**config.mk**
```make
export PLATFORM = sky130hd
export DESIGN_NAME = sm3_wexp
export DESIGN_NICKNAME = d
export VERILOG_FILES = /design/src/rtl/sm3_wexp_pkg.sv /design/src/rtl/sm3_wexp_next.sv /design/src/rtl/sm3_wexp_ctrl.sv /design/src/rtl/sm3_wexp.sv
export SDC_FILE = /design/constraint.sdc
export NUM_CORES = 1
export LEC_CHECK = 0
export ABC_AREA = 1
export BUFFER_PORTS_ARGS = -buffer_cell sky130_fd_sc_hd__buf_2
export CAP_MARGIN = 20
export CORE_AREA = 2 2 228 230
export DETAILED_ROUTE_END_ITERATION = 6
export DIE_AREA = 0 0 230 232
export GPL_TIMING_DRIVEN = 1
export PLACE_DENSITY = 0.74
export SETUP_SLACK_MARGIN = 0.4
export SYNTH_ARGS = -nofsm -noshare
export SYNTH_HDL_FRONTEND = slang
export SYNTH_SLANG_ARGS = --single-unit
```
**constraint.sdc**
```tcl
create_clock -name clk -period 18.95 [get_ports clk]
set_input_delay 0 -clock clk [delete_from_list [all_inputs] [get_ports clk]]
set_output_delay 0 -clock clk [all_outputs]
set_load 0.02 [all_outputs]
```
**src/rtl/sm3_wexp_pkg.sv**
```systemverilog
// Package: shared word type, window tap positions and the bit-mixing
// helpers of the SM3 message expansion.
// Assumes a 32-bit word, which the algorithm fixes.
package sm3_wexp_pkg;
    localparam int WORD_W = 32;
    typedef logic [WORD_W-1:0] word_t;

    // Window positions (relative to the current round j) feeding W[j+16]
    localparam int TAP_M16 = 0;   // W[j]
    localparam int TAP_M13 = 3;   // W[j+3]
    localparam int TAP_M9  = 7;   // W[j+7]
    localparam int TAP_M6  = 10;  // W[j+10]
    localparam int TAP_M3  = 13;  // W[j+13]
    localparam int AHEAD   = 4;   // partner distance for the paired word

    // Rotate a word left by s bits
    function automatic word_t rotl(input word_t x, input int unsigned s);
        return (x << s) | (x >> (WORD_W - s));
    endfunction

    // Linear permutation used by the expansion
    function automatic word_t perm1(input word_t x);
        return x ^ rotl(x, 15) ^ rotl(x, 23);
    endfunction
endpackage

```
**src/rtl/sm3_wexp_next.sv**
```systemverilog
// Module: combinational generator of the next expanded word.
// Given the five tap words of the current window, returns the word that
// lies sixteen positions after the window head. Pure logic, no state.
module sm3_wexp_next
    import sm3_wexp_pkg::*;
(
    input  word_t t_m16,
    input  word_t t_m13,
    input  word_t t_m9,
    input  word_t t_m6,
    input  word_t t_m3,
    output word_t w_new
);
    word_t mix;

    // Five-tap recurrence through the permutation
    always_comb begin
        mix   = t_m16 ^ t_m9 ^ rotl(t_m3, 15);
        w_new = perm1(mix) ^ rotl(t_m13, 7) ^ t_m6;
    end
endmodule

```
**src/rtl/sm3_wexp_ctrl.sv**
```systemverilog
// Module: round sequencer. Tracks whether a block is being expanded and
// which round is presented. Assumes the consumer's adv is only meaningful
// while active; a load is taken only while idle.
module sm3_wexp_ctrl #(
    parameter int ROUNDS = 64,
    localparam int RW = $clog2(ROUNDS)
) (
    input  logic          clk,
    input  logic          rst_n,
    input  logic          load,
    input  logic          adv,
    output logic          active,
    output logic [RW-1:0] round,
    output logic          last
);
    localparam logic [RW-1:0] LAST_RND = RW'(ROUNDS - 1);

    // Busy flag and round counter
    always_ff @(posedge clk) begin
        if (!rst_n) begin
            active <= 1'b0;
            round  <= '0;
        end else if (load) begin
            active <= 1'b1;
            round  <= '0;
        end else if (active && adv) begin
            if (round == LAST_RND) active <= 1'b0;
            else                   round  <= round + 1'b1;
        end
    end

    assign last = active && (round == LAST_RND);

    assert_last_drop_R6: assert property (@(posedge clk) disable iff (!rst_n)
        (last && adv) |=> !active);
    assert_step_R5: assert property (@(posedge clk) disable iff (!rst_n)
        (active && adv && !last) |=> (round == $past(round) + 1'b1));
    assert_hold_R5: assert property (@(posedge clk) disable iff (!rst_n)
        (active && !adv) |=> (active && $stable(round)));
endmodule

```
**src/rtl/sm3_wexp.sv**
```systemverilog
// Module: SM3 message expansion top. Loads a 512-bit block into a
// 16-word sliding window (big-endian words) and presents W[j] and
// W[j]^W[j+4] for each round. Assumes the consumer samples the pair
// while pair_valid is high and pulses adv to move on.
module sm3_wexp
    import sm3_wexp_pkg::*;
#(
    parameter int WIN_WORDS = 16,
    parameter int ROUNDS    = 64,
    localparam int BLK_W = WIN_WORDS * WORD_W,
    localparam int RW    = $clog2(ROUNDS)
) (
    input  logic              clk,
    input  logic              rst_n,
    input  logic              blk_valid,
    output logic              blk_ready,
    input  logic [BLK_W-1:0]  blk_data,
    input  logic              adv,
    output logic              pair_valid,
    output logic [RW-1:0]     round_idx,
    output logic [WORD_W-1:0] w_out,
    output logic [WORD_W-1:0] wp_out,
    output logic              last_pair
);
    word_t win_q [WIN_WORDS];
    word_t w_new;
    logic  active, last, load;

    assign blk_ready = !active;
    assign load      = blk_valid && !active;

    sm3_wexp_ctrl #(.ROUNDS(ROUNDS)) u_ctrl (
        .clk    (clk),
        .rst_n  (rst_n),
        .load   (load),
        .adv    (adv),
        .active (active),
        .round  (round_idx),
        .last   (last)
    );

    sm3_wexp_next u_next (
        .t_m16 (win_q[TAP_M16]),
        .t_m13 (win_q[TAP_M13]),
        .t_m9  (win_q[TAP_M9]),
        .t_m6  (win_q[TAP_M6]),
        .t_m3  (win_q[TAP_M3]),
        .w_new (w_new)
    );

    // Window: parallel load of the block or shift-and-append on advance
    always_ff @(posedge clk) begin
        if (!rst_n) begin
            for (int i = 0; i < WIN_WORDS; i++) win_q[i] <= '0;
        end else if (load) begin
            for (int i = 0; i < WIN_WORDS; i++)
                win_q[i] <= blk_data[BLK_W-1-i*WORD_W -: WORD_W];
        end else if (active && adv && !last) begin
            for (int i = 0; i < WIN_WORDS-1; i++) win_q[i] <= win_q[i+1];
            win_q[WIN_WORDS-1] <= w_new;
        end
    end

    assign pair_valid = active;
    assign last_pair  = last;
    assign w_out      = win_q[0];
    assign wp_out     = win_q[0] ^ win_q[AHEAD];

    assert_load_start_R2: assert property (@(posedge clk) disable iff (!rst_n)
        (blk_valid && blk_ready) |=> (pair_valid && round_idx == '0
                                      && w_out == $past(blk_data[BLK_W-1 -: WORD_W])));
    assert_shift_R3: assert property (@(posedge clk) disable iff (!rst_n)
        (pair_valid && adv && !last_pair) |=> (w_out == $past(win_q[1])));
    assert_append_R3: assert property (@(posedge clk) disable iff (!rst_n)
        (pair_valid && adv && !last_pair) |=> (win_q[WIN_WORDS-1] == $past(w_new)));
    assert_ignore_load_R7: assert property (@(posedge clk) disable iff (!rst_n)
        (pair_valid && blk_valid && !adv) |=> ($stable(w_out) && $stable(wp_out)));
    assert_last_round_R6: assert property (@(posedge clk) disable iff (!rst_n)
        last_pair |-> (pair_valid && round_idx == RW'(ROUNDS-1)));
endmodule

```
==> metrics.log <==
INFO  metric numCtsBuffers = 55
INFO  metric sequential_cell_area = around 0.016 mm^2
INFO  metric gp_congestion = 0.951
INFO  metric synth-warning-count = 0
INFO  metric worstRegToRegCells = 7
INFO  metric grt_first_pass_wirelength = 148 mm
INFO  metric critPathLaunchType = flop
INFO  metric hold_path_depth = 4
INFO  metric yosys.cell_count.top_type = nand2_1
INFO  metric dp_hpwl = 70.7 mm
INFO  metric detail-route-antenna-nets = 0
INFO  metric hold_violations = 0
INFO  metric fillers = 3568
INFO  metric detail_route.drc_violations = 1
INFO  metric post_synth_main_area_contributors = edfxtp_1, a22o_1, nand2_1, nand3_1, inv_1
INFO  metric synth_top_area_cell = edfxtp_1
INFO  metric grt.overflow.total = 0
INFO  metric start_util = 48.9%
INFO  metric core.rowCount = 83
INFO  metric grt_max_degree = 214
INFO  metric syn_inst = approximately 2200
INFO  metric clkSinkCount = 519
INFO  metric number_of_flops_mapped_to_enable_cells_by_yosys = 512
INFO  metric path_buf_inv = 4
INFO  metric io_pins = approximately 590
INFO  metric timing.critical_path.depth = 7
INFO  metric finalSetupViolCount = 0
INFO  metric via_count_of_the_first_global_routing_pass = 23100
INFO  metric global_route.usage.total = 38.5%
INFO  metric min_period = 3.79 ns
INFO  metric buffer_ports.inserted = around 590
INFO  metric clock-skew-final = 0.0266 ns
INFO  metric synth_top_area_share = 61.8%
INFO  metric final_cell_area = 0.0348 mm^2
INFO  metric dpl_cell_area = about 0.028 mm^2
INFO  metric share_of_cells_above_drive_strength_1 = between 20% and 30%
INFO  metric layout-area-overhead-vs-synth = 39.6%
INFO  metric unrepaired_setup_endpoints_after_global_routing = no
INFO  metric syn_area = 0.0249 mm^2
INFO  metric cts_max_path_buffers = 3
INFO  metric setup_total_negative_slack = 0 ns
INFO  metric cts_root_buf = clkbuf_16
INFO  metric worst-endpoint-required = 19.18 ns
INFO  metric timing.max_cap.violations = 0
INFO  metric multiInputGateArea = between 0.007 and 0.008 mm^2
INFO  metric crit_chain = inv_1, nand2_1, nand2_1, inv_1, nand2_4, buf_4, buf_4
INFO  metric cts_tree = yes
INFO  metric insertion_delay = 0.61 ns
INFO  metric first_pass_iters = 7
INFO  metric leakagePower = 15.4 nW
INFO  metric final_period_util = 20.0%
INFO  metric timing.slew.headroom = 26.5%
INFO  metric die_area = 0.0534 mm^2
INFO  metric postSynth.asyncResetShare = 0%
INFO  metric chipHeight = 232 um
INFO  metric antenna_found_initial = 24
INFO  metric crit_path_top_delay_cell = buf_4
INFO  metric timing_worst_slew_pin_value = ~1.1 ns
INFO  metric synth.lib_cells_used.distinct = 27
INFO  metric wire_per_inst = between 20 and 30 um
INFO  metric cts_htree_levels = 2
INFO  metric power_density = 89.1 mW/mm^2
INFO  metric route.vias.total = 23600
INFO  metric totalWireLength = 106 mm
INFO  metric die_width = 230 um
INFO  metric synth.avg_cell_area = between 10 and 15 um^2
INFO  metric crit_family = buffers and inverters
INFO  metric cts.repair_timing.setup_buffer_count = 0
INFO  metric synth_commonest_cells = nand2_1, edfxtp_1, a22o_1
INFO  metric status = finished, violations left
INFO  metric synth_flop_cell = edfxtp_1
INFO  metric clk_pin_slew = 0.06 ns
INFO  metric fmax = around 260 MHz
INFO  metric cts_resized = 0
INFO  metric crit_arrival = ~4 ns
INFO  metric crit_path_end_kind = flop
INFO  metric core_area = 0.0509 mm^2
INFO  metric syn-num-nets = about 2700
INFO  metric worst-setup-path-type = reg2reg
INFO  metric seq_area_frac_synth = 62.3%
INFO  metric dr.first_iter.drc_count = 3097
INFO  metric finalMaxSlewViolations = 0
INFO  metric layout.nets = between 3000 and 4000
INFO  metric path_max_fanout = 82
INFO  metric max_stage_delay = 0.94 ns
INFO  metric worst_ir_drop_vdd = ~0.067 mV
INFO  metric postSynthRegisterBits = 519
INFO  metric worstHoldPathType = in2reg
INFO  metric routed_via_density = 5.88
INFO  metric failed_checks = design-rule violations
[tightest hold or removal path, cell delays in order]
cell and delay (ns):
dlygate4sd3_1 0.51, buf_2 0.09, nand2_1 0.05, o21ai_0 0.06
[worst paths after layout]
| path | startpoint | to | slack [ns] |
|---|---|---|---|
| setup / recovery | u_ctrl.active | win_q[12][6] | 15.16 |
| hold / removal | blk_data[101] | win_q[12][5] | 0.21 |
| setup reg to reg | u_ctrl.active | win_q[12][6] | 15.16 |
| hold reg to reg | u_ctrl.round[4] | u_ctrl.round[4] | 0.51 |
[placed cells by master (no fill, tap or decap), drive strengths merged]
cell type,n
a21oi,3
a22o,359
buf,600
bufinv,1
clkbuf,69
clkinv,30
clkinvlp,2
dfxtp,7
diode,21
dlygate4sd3,517
edfxtp,512
ha,1
inv,201
nand2,583
nand3,259
nand3b,1
nor2,6
nor3,1
o21ai,123
o221ai,1
or2,7
xor2,34
[cell type report]
type / instances / share of cell area [%]
repair buffers: 1117 / 23.6
multi-input cells: 1378 / 22.2
clock inverters: 32 / 0.475
well taps: 680 / 2.45
diodes: 21 / 0.151
inverters: 202 / 2.24
clock buffers: 69 / 4.23
flip-flops and latches: 519 / 44.6
[power by group]
| group | internal (mW) | total (mW) | switching (mW) |
|---|---|---|---|
| sequential | 1.39 | 1.48 | 0.0810 |
| clock | 0.559 | 1.03 | 0.467 |
| combinational | 0.227 | 0.598 | 0.371 |
[state kept, by name, summed over array words and instances, names as in the netlist]
| register | flops |
|---|---|
| u_ctrl.active | 1 |
| u_ctrl.round | 6 |
| win_q | 512 |
[routing by layer]
layer / up-vias / GRT usage [%] / wire length, um
met5: - / 0 / 46
met4: 8 / 22.3 / 6770
met3: 409 / 7.07 / 11400
met2: 1857 / 62.2 / 49200
met1: 11200 / 48.9 / 38800
li1: 10200 / - / -
[per-stage QoR]
stage	total power [mW]	worst slack (ns)	cells	utilization (%)	hold slack, ns
final	3.10	15.16	4018	68.3	0.212
after global placement	1.96	15.37	3379	54.8	0.276
after CTS	3.06	15.28	3997	68.2	0.163
after detailed placement	1.97	15.29	3379	54.8	0.279
after global routing	3.18	14.92	4012	68.3	0.211
after floorplan	1.75	12.53	2211	-	0.132
[repair_timing]
item	CTS	global route
hold buffers	517	0
hold endpoints to repair	518	0
endpoints found under the setup margin	0	0
[cells by family after synthesis]
group | share of synthesized area [%]
and+or+nand+nor | 14.5
DFF | 62.3
buffers and inverters | 6.77
xor gates and xnor gates | 1.20
adders and majority gates | 0.0502
AOI/OAI and AO/OA | 15.2
No activity file was read; power rests on OpenSTA's default activity.
